==> src/rtl/lcd_timing_gen.sv <==
module lcd_timing_gen #(
  parameter int FW = 10
) (
  input  logic          clk,
  input  logic          rst_n,
  input  logic          pol_hs,
  input  logic          pol_vs,
  input  logic          pol_dclk,
  input  logic [FW-1:0] cfg_hsw,
  input  logic [FW-1:0] cfg_hbp,
  input  logic [FW-1:0] cfg_hact,
  input  logic [FW-1:0] cfg_hfp,
  input  logic [FW-1:0] cfg_vsw,
  input  logic [FW-1:0] cfg_vbp,
  input  logic [FW-1:0] cfg_vact,
  input  logic [FW-1:0] cfg_vfp,
  input  logic          swap_req,
  output logic          dclk_out,
  output logic          hsync,
  output logic          vsync,
  output logic          de,
  output logic [FW-1:0] px_x,
  output logic [FW-1:0] px_y,
  output logic          frame_irq,
  output logic          buf_sel,
  output logic          swap_pending
);

  localparam int CW = FW + 2;

  logic          run;
  logic [CW-1:0] hcnt, vcnt;
  logic [FW-1:0] s_hsw, s_hbp, s_hact, s_hfp;
  logic [FW-1:0] s_vsw, s_vbp, s_vact, s_vfp;

  logic [CW-1:0] htot, vtot, hstart, vstart, hend, vend;
  logic          eol, eof, load;
  logic          hs_act, vs_act, h_in, v_in;
  logic [CW-1:0] xoff, yoff;

  assign htot   = CW'(s_hsw) + CW'(s_hbp) + CW'(s_hact) + CW'(s_hfp);
  assign vtot   = CW'(s_vsw) + CW'(s_vbp) + CW'(s_vact) + CW'(s_vfp);
  assign hstart = CW'(s_hsw) + CW'(s_hbp);
  assign vstart = CW'(s_vsw) + CW'(s_vbp);
  assign hend   = hstart + CW'(s_hact);
  assign vend   = vstart + CW'(s_vact);

  assign eol  = (hcnt == htot - CW'(1));
  assign eof  = eol && (vcnt == vtot - CW'(1));
  assign load = !run || eof;

  always_ff @(posedge clk) begin
    if (!rst_n) begin
      run    <= 1'b0;
      hcnt   <= '0;
      vcnt   <= '0;
      s_hsw  <= '0;
      s_hbp  <= '0;
      s_hact <= '0;
      s_hfp  <= '0;
      s_vsw  <= '0;
      s_vbp  <= '0;
      s_vact <= '0;
      s_vfp  <= '0;
    end else begin
      run <= 1'b1;
      if (load) begin
        hcnt   <= '0;
        vcnt   <= '0;
        s_hsw  <= cfg_hsw;
        s_hbp  <= cfg_hbp;
        s_hact <= cfg_hact;
        s_hfp  <= cfg_hfp;
        s_vsw  <= cfg_vsw;
        s_vbp  <= cfg_vbp;
        s_vact <= cfg_vact;
        s_vfp  <= cfg_vfp;
      end else if (eol) begin
        hcnt <= '0;
        vcnt <= vcnt + CW'(1);
      end else begin
        hcnt <= hcnt + CW'(1);
      end
    end
  end

  always_ff @(posedge clk) begin
    if (!rst_n) begin
      buf_sel      <= 1'b0;
      swap_pending <= 1'b0;
    end else begin
      if (load && swap_pending) buf_sel <= ~buf_sel;
      if (swap_req)  swap_pending <= 1'b1;
      else if (load) swap_pending <= 1'b0;
    end
  end

  assign hs_act = run && (hcnt < CW'(s_hsw));
  assign vs_act = run && (vcnt < CW'(s_vsw));
  assign h_in   = (hcnt >= hstart) && (hcnt < hend);
  assign v_in   = (vcnt >= vstart) && (vcnt < vend);
  assign de     = run && h_in && v_in;
  assign xoff   = hcnt - hstart;
  assign yoff   = vcnt - vstart;
  assign px_x   = de ? xoff[FW-1:0] : '0;
  assign px_y   = de ? yoff[FW-1:0] : '0;

  assign hsync     = hs_act ? pol_hs : ~pol_hs;
  assign vsync     = vs_act ? pol_vs : ~pol_vs;
  assign frame_irq = run && (hcnt == '0) && (vcnt == '0);
  assign dclk_out  = clk ^ pol_dclk;

  AST_DE_CLEAR_OF_SYNC: assert property (@(posedge clk) disable iff (!rst_n)
    de |-> (!hs_act && !vs_act));
  AST_COORD_BOUND: assert property (@(posedge clk) disable iff (!rst_n)
    de |-> (px_x < s_hact && px_y < s_vact));
  AST_VS_WITH_HS: assert property (@(posedge clk) disable iff (!rst_n)
    $rose(vs_act) |-> $rose(hs_act));
  AST_IRQ_SINGLE: assert property (@(posedge clk) disable iff (!rst_n)
    frame_irq |=> !frame_irq);
  AST_SWAP_AT_START: assert property (@(posedge clk) disable iff (!rst_n)
    !$stable(buf_sel) |-> frame_irq);
  AST_PEND_CLEAR_AT_START: assert property (@(posedge clk) disable iff (!rst_n)
    $fell(swap_pending) |-> frame_irq);
  AST_SHADOW_HOLD: assert property (@(posedge clk) disable iff (!rst_n)
    (run && !eof) |=> ($stable(s_hact) && $stable(s_vsw) && $stable(s_hsw)));

endmodule

==> config.mk <==
export PLATFORM = sky130hd
export DESIGN_NAME = lcd_timing_gen
export DESIGN_NICKNAME = d
export VERILOG_FILES = /design/src/rtl/lcd_timing_gen.sv
export SDC_FILE = /design/constraint.sdc
export NUM_CORES = 1
export LEC_CHECK = 0
export BUFFER_PORTS_ARGS = -buffer_cell sky130_fd_sc_hd__buf_2
export CAP_MARGIN = 30
export CORE_MARGIN = 3
export CORE_UTILIZATION = 68
export CTS_BUF_LIST = sky130_fd_sc_hd__clkbuf_8
export CTS_CLUSTER_SIZE = 40
export DETAILED_ROUTE_END_ITERATION = 8
export MAX_ROUTING_LAYER = met4
export PLACE_DENSITY = 0.89
export SLEW_MARGIN = 20
export SYNTH_ARGS = -nofsm -noshare
export SYNTH_HDL_FRONTEND = slang
export SYNTH_SLANG_ARGS = --single-unit
==> constraint.sdc <==
create_clock -name clk -period 13.95 [get_ports clk]
set_clock_uncertainty 0.05 [all_clocks]
set_input_delay 2.79 -clock clk [delete_from_list [all_inputs] [get_ports clk]]
set_output_delay 2.79 -clock clk [all_outputs]
set_load 0.02 [all_outputs]
== Word-level counts from Yosys, hierarchy flattened ==
Index checks and enable logic that the tools add are counted.

* Bits in registers: 107
* Bits in latches: 0
* Memory bits (writable): 0
* Memory bits (read-only): 0
* Input port bits: 86
* Output and inout port bits: 27
* Memories kept: 0

* Add/sub/neg operators: 12
* Multiply operators: 0
* Divide/modulo/power cells: 0
* Magnitude comparators: 6
* Equality and inequality tests: 2
* Shift operators: 0
* Mux-type cells: 7
* Bitwise logic cells: 5
* Reduce and logical (&&, ||, !) cells: 17

{| class="wikitable"
|+ Operator list
! kind !! count
|-
| adder 11 x 10 -> 12 bit || 2
|-
| adder 12 x 1 -> 12 bit (second input constant) || 2
|-
| adder 12 x 10 -> 12 bit || 2
|-
| equality test 12 bit || 2
|-
| >= comparator 12 x 11 -> 1 bit || 2
|-
| logical NOT 12 bit || 2
|-
| less-than comparator 12 x 10 -> 1 bit || 2
|-
| less-than comparator 12 bit || 2
|-
| subtractor 12 x 1 -> 12 bit (second input constant) || 2
|-
| adder 10 x 10 -> 11 bit || 2
|-
| 2-to-1 mux 10 bit || 2
|-
| subtractor 10 bit || 2
|-
| logical AND 1 bit || 10
|-
| 2-to-1 mux 1 bit || 5
|-
| NOT 1 bit || 4
|-
| OR reduction 3 bit || 1
|-
| nonzero test 2 bit || 1
|-
| OR reduction 2 bit || 1
|-
| logical NOT 1 bit || 1
|-
| logical OR 1 bit || 1
|-
| bitwise XOR 1 bit || 1
|}

== Longest topological paths before layout ==
* Depth after elaboration: 9
* Gate-level depth with buffers: 26
* Gate-level depth less buffers: 23

==> impl_metrics.toml <==
[sta]
grt_setup_unrepaired = "no"
worst_slew_pin_slew_ps = 887
finalSetupTns_ps = 0
fin_hold_ws_ps = 476
setup_viol = 0
final_max_slew_viol_count = 0
worst_slack_ps = 3600
finalHoldViolations = 0
max-slew-margin-rel = 0.409

[detailed_routing]
via_count = 11300
wl_per_cell_um = 17.9
initialDrtViolationCount = 952
total_detailed_routing_wirelength_um = 30000
drc = 0
detail_route.first_pass.iterations = 6
vias_per_cell = 6.75
drtAntennaViolNets = 0

[synthesis]
synth_largest_type_area_fraction = 0.186
yosys_warnings = 0
ys_top_cells_by_area = "sky130_fd_sc_hd__dfxtp_1 (19%), sky130_fd_sc_hd__ha_1 (15%), sky130_fd_sc_hd__a41oi_1 (6.1%)"
synth_seq_cells = 107
synth_adder_area_share = 0.163
ys_types = 66
yosys.area_share.xor_xnor = 0.0920
syn_area_um2 = 11500
flip_flop_cell_with_the_highest_count_after_synthesis = "sky130_fd_sc_hd__dfxtp_1"
synthSimpleGateAreaFrac = 0.240
synth-seq-area-share = 0.186
synth-async-reset-ratio = 0
synth_top_family_by_area = "simple AND/OR/NAND/NOR gates"
synth_compound_gate_area_share = 0.239
synth.avg_cell_area_um2 = 8.02
cell_taking_the_most_area_after_synthesis = "sky130_fd_sc_hd__dfxtp_1"
synth_enable_flop_cells = 0
yosys-mux-area-fraction = 0.000869
number_of_nets_produced_by_synthesis = 1666
synthesis.instances = 1436

[worst_setup_path]
critical_path.top_delay_family = "buffers and inverters"
worst-endpoint-required_ps = 11110
worstPathBufferInverterCount = 3
path_common_cell = "sky130_fd_sc_hd__clkbuf_8"
worstSetupStartpointType = "clock port"
timing_worst_setup_path_type = "clock port to output port"
cp_data_arrival_time_ps = 7510
critical_path.slowest_cell = "sky130_fd_sc_hd__buf_2"
max_stage_delay_ps = 180
timing.critical_path.fanout_max = 2
setup.worst_path.end_class = "output port"
path_cells = "clkbuf_8, clkbuf_8, xor2_1, buf_2"

[placement]
gp_routability_congestion = 0.968
dpl_worst_slack_ps = 3870
dp.cells = 1657
placement.cell_area_um2 = 11900
place.detailed.hpwl_um = 22100
port_buffers = 112

[die]
initial_utilization = 0.709
rows = 46
core-area_um2 = 16200
die_h_um = 136
die_x_um = 136
design.die.area_um2 = 18500
io-pin-count = 113

[global_route]
grt_max_degree = 186
track_usage = 0.334
first_global_vias = 9830
grt_first_pass_wirelength_um = 48500
grt.overflow.total = 0
initial_antenna_violation_count = 0

[layout]
syn2layout_area_growth_pct = 5.89
multi_input_area_um2 = 8460
nNetsFinal = 1686
stdcell_area_um2 = 12200
final_core_utilization = 0.751
register_area_um2 = 2150
instances_no_fill = 1677
layout.filler_cells = 1210
antennaDiodeCount = 0
drive_above_1_share = 0.107

[pwr]
design_power_total_mw = 2.35
power.density_nw_per_um2 = 193
power_leakage_nw = 5.43
irDropWorstVdd_uv = 207

[clock_tree]
cts-resized-gates = 0
clkTransAtPathRegs_ps = 100
postCtsHoldBufs = 0
postCtsSetupBuffers = 0
clk_latency_ps = 520
cts_tree = "built"

[min_path]
worstHoldPathType = "register to register"

[job]
maximum_capacitance_violations = 0

[run_status]
outcome = "complete, no violations"
[cell type report]
| class | count | area share |
|---|---|---|
| clock buffer | 14 | 0.0151 |
| clock inverter | 6 | 0.00441 |
| inverter | 104 | 0.0320 |
| multi-input combinational | 1108 | 0.694 |
| sequential | 107 | 0.176 |
| tap | 216 | 0.0222 |
| timing repair buffer | 122 | 0.0567 |
[cell families (layout without fill, tap and decap cells)]
logic type / count (synthesis) / in the layout
muxes: 1 / 1
DFF: 107 / 107
adders and majority gates: 145 / 145
AOI/OAI and AO/OA: 364 / 364
and+or+nand+nor: 477 / 477
buffers and inverters: 221 / 246
xor gates and xnor gates: 121 / 121
[synth_stat cells, types with 39 or more instances]
| master | number |
|---|---|
| sky130_fd_sc_hd__inv_1 | 104 |
| sky130_fd_sc_hd__and3b_1 | 80 |
| sky130_fd_sc_hd__ha_1 | 136 |
| sky130_fd_sc_hd__clkbuf_1 | 93 |
| sky130_fd_sc_hd__a21oi_1 | 63 |
| sky130_fd_sc_hd__nor3_1 | 46 |
| sky130_fd_sc_hd__xor2_1 | 45 |
| sky130_fd_sc_hd__xnor2_1 | 76 |
| sky130_fd_sc_hd__nor2_1 | 43 |
| sky130_fd_sc_hd__nand4_1 | 104 |
| sky130_fd_sc_hd__o311ai_1 | 58 |
| sky130_fd_sc_hd__a41oi_1 | 80 |
| sky130_fd_sc_hd__dfxtp_1 | 107 |
| sky130_fd_sc_hd__a21o_1 | 39 |
| sky130_fd_sc_hd__nand2_1 | 113 |
[path summary, 6_finish.rpt]
kind	cells past startpoint	endpoint	startpoint	slack [ps]
worst min register to register	2	s_hfp[2]	s_hfp[2]	480
worst max-delay path	4	dclk_out	clk	3600
worst max register to register	21	s_vbp[7]	s_hsw[0]	7110
worst min-delay path	2	s_hfp[2]	s_hfp[2]	480
[placed cells by master, fill, tap and decap left out, types with 6 or more instances in the layout]
cell	netlist	final
sky130_fd_sc_hd__dfxtp_1	107	106
sky130_fd_sc_hd__a21oi_1	63	63
sky130_fd_sc_hd__xnor2_1	76	75
sky130_fd_sc_hd__a211oi_1	7	7
sky130_fd_sc_hd__o21ai_0	25	25
sky130_fd_sc_hd__buf_4	5	8
sky130_fd_sc_hd__o311ai_0	26	26
sky130_fd_sc_hd__nor2b_1	8	8
sky130_fd_sc_hd__inv_1	104	104
sky130_fd_sc_hd__a31oi_1	6	6
sky130_fd_sc_hd__ha_1	136	136
sky130_fd_sc_hd__nand4_1	104	104
sky130_fd_sc_hd__and3b_1	80	80
sky130_fd_sc_hd__fa_1	8	8
sky130_fd_sc_hd__nor2_1	43	43
sky130_fd_sc_hd__nor4_1	12	12
sky130_fd_sc_hd__o21a_1	7	7
sky130_fd_sc_hd__nand2_1	113	113
sky130_fd_sc_hd__clkbuf_8	0	14
sky130_fd_sc_hd__a21o_1	39	39
sky130_fd_sc_hd__nand2b_1	17	17
sky130_fd_sc_hd__nand3_1	14	14
sky130_fd_sc_hd__a41oi_1	80	80
sky130_fd_sc_hd__buf_2	11	111
sky130_fd_sc_hd__o311ai_1	58	58
sky130_fd_sc_hd__and3_1	11	11
sky130_fd_sc_hd__o21bai_1	11	11
sky130_fd_sc_hd__xor2_1	45	45
sky130_fd_sc_hd__nor3_1	46	46
[registers in the layout, summed over array words and instances, names as in the netlist]
signal / flops
s_vact: 10
s_vsw: 10
s_hsw: 10
vcnt: 12
s_hact: 10
s_hfp: 10
swap_pending: 1
hcnt: 12
s_vbp: 10
buf_sel: 1
s_vfp: 10
run: 1
s_hbp: 10
[per-layer routing]
metal  global-route usage  wire [um]  vias up
li1                     -          -     5522
met1                0.485      13800     5321
met2                0.465      12700      422
met3               0.0518       2610       58
met4                0.122        884        0
met5                    -          0        -
[worst register-to-register path, stage by stage (launching register included)]
cell                       delay [ps]
sky130_fd_sc_hd__dfxtp_1          360
sky130_fd_sc_hd__ha_1             230
sky130_fd_sc_hd__fa_1             410
sky130_fd_sc_hd__a21o_1           210
sky130_fd_sc_hd__a21oi_1          270
sky130_fd_sc_hd__o21bai_1         100
sky130_fd_sc_hd__a21oi_1          180
sky130_fd_sc_hd__xnor2_1          140
sky130_fd_sc_hd__ha_1             460
sky130_fd_sc_hd__a211oi_1         150
sky130_fd_sc_hd__o31a_1           350
sky130_fd_sc_hd__xnor2_1          350
sky130_fd_sc_hd__nand2b_1         110
sky130_fd_sc_hd__ha_1             310
sky130_fd_sc_hd__xor2_1           180
sky130_fd_sc_hd__or3_1            320
sky130_fd_sc_hd__a31oi_1          140
sky130_fd_sc_hd__a311oi_1          80
sky130_fd_sc_hd__nor2_1           570
sky130_fd_sc_hd__nand4_1          700
sky130_fd_sc_hd__buf_4            640
sky130_fd_sc_hd__o311ai_0         430
[report_power, final]
part	switching, mW	internal [mW]	total, mW
clock network	0.136	0.0950	0.231
registers	0.0544	0.347	0.401
logic	1.04	0.679	1.72
total	1.23	1.12	2.35
No activity file was read; power rests on OpenSTA's default activity.
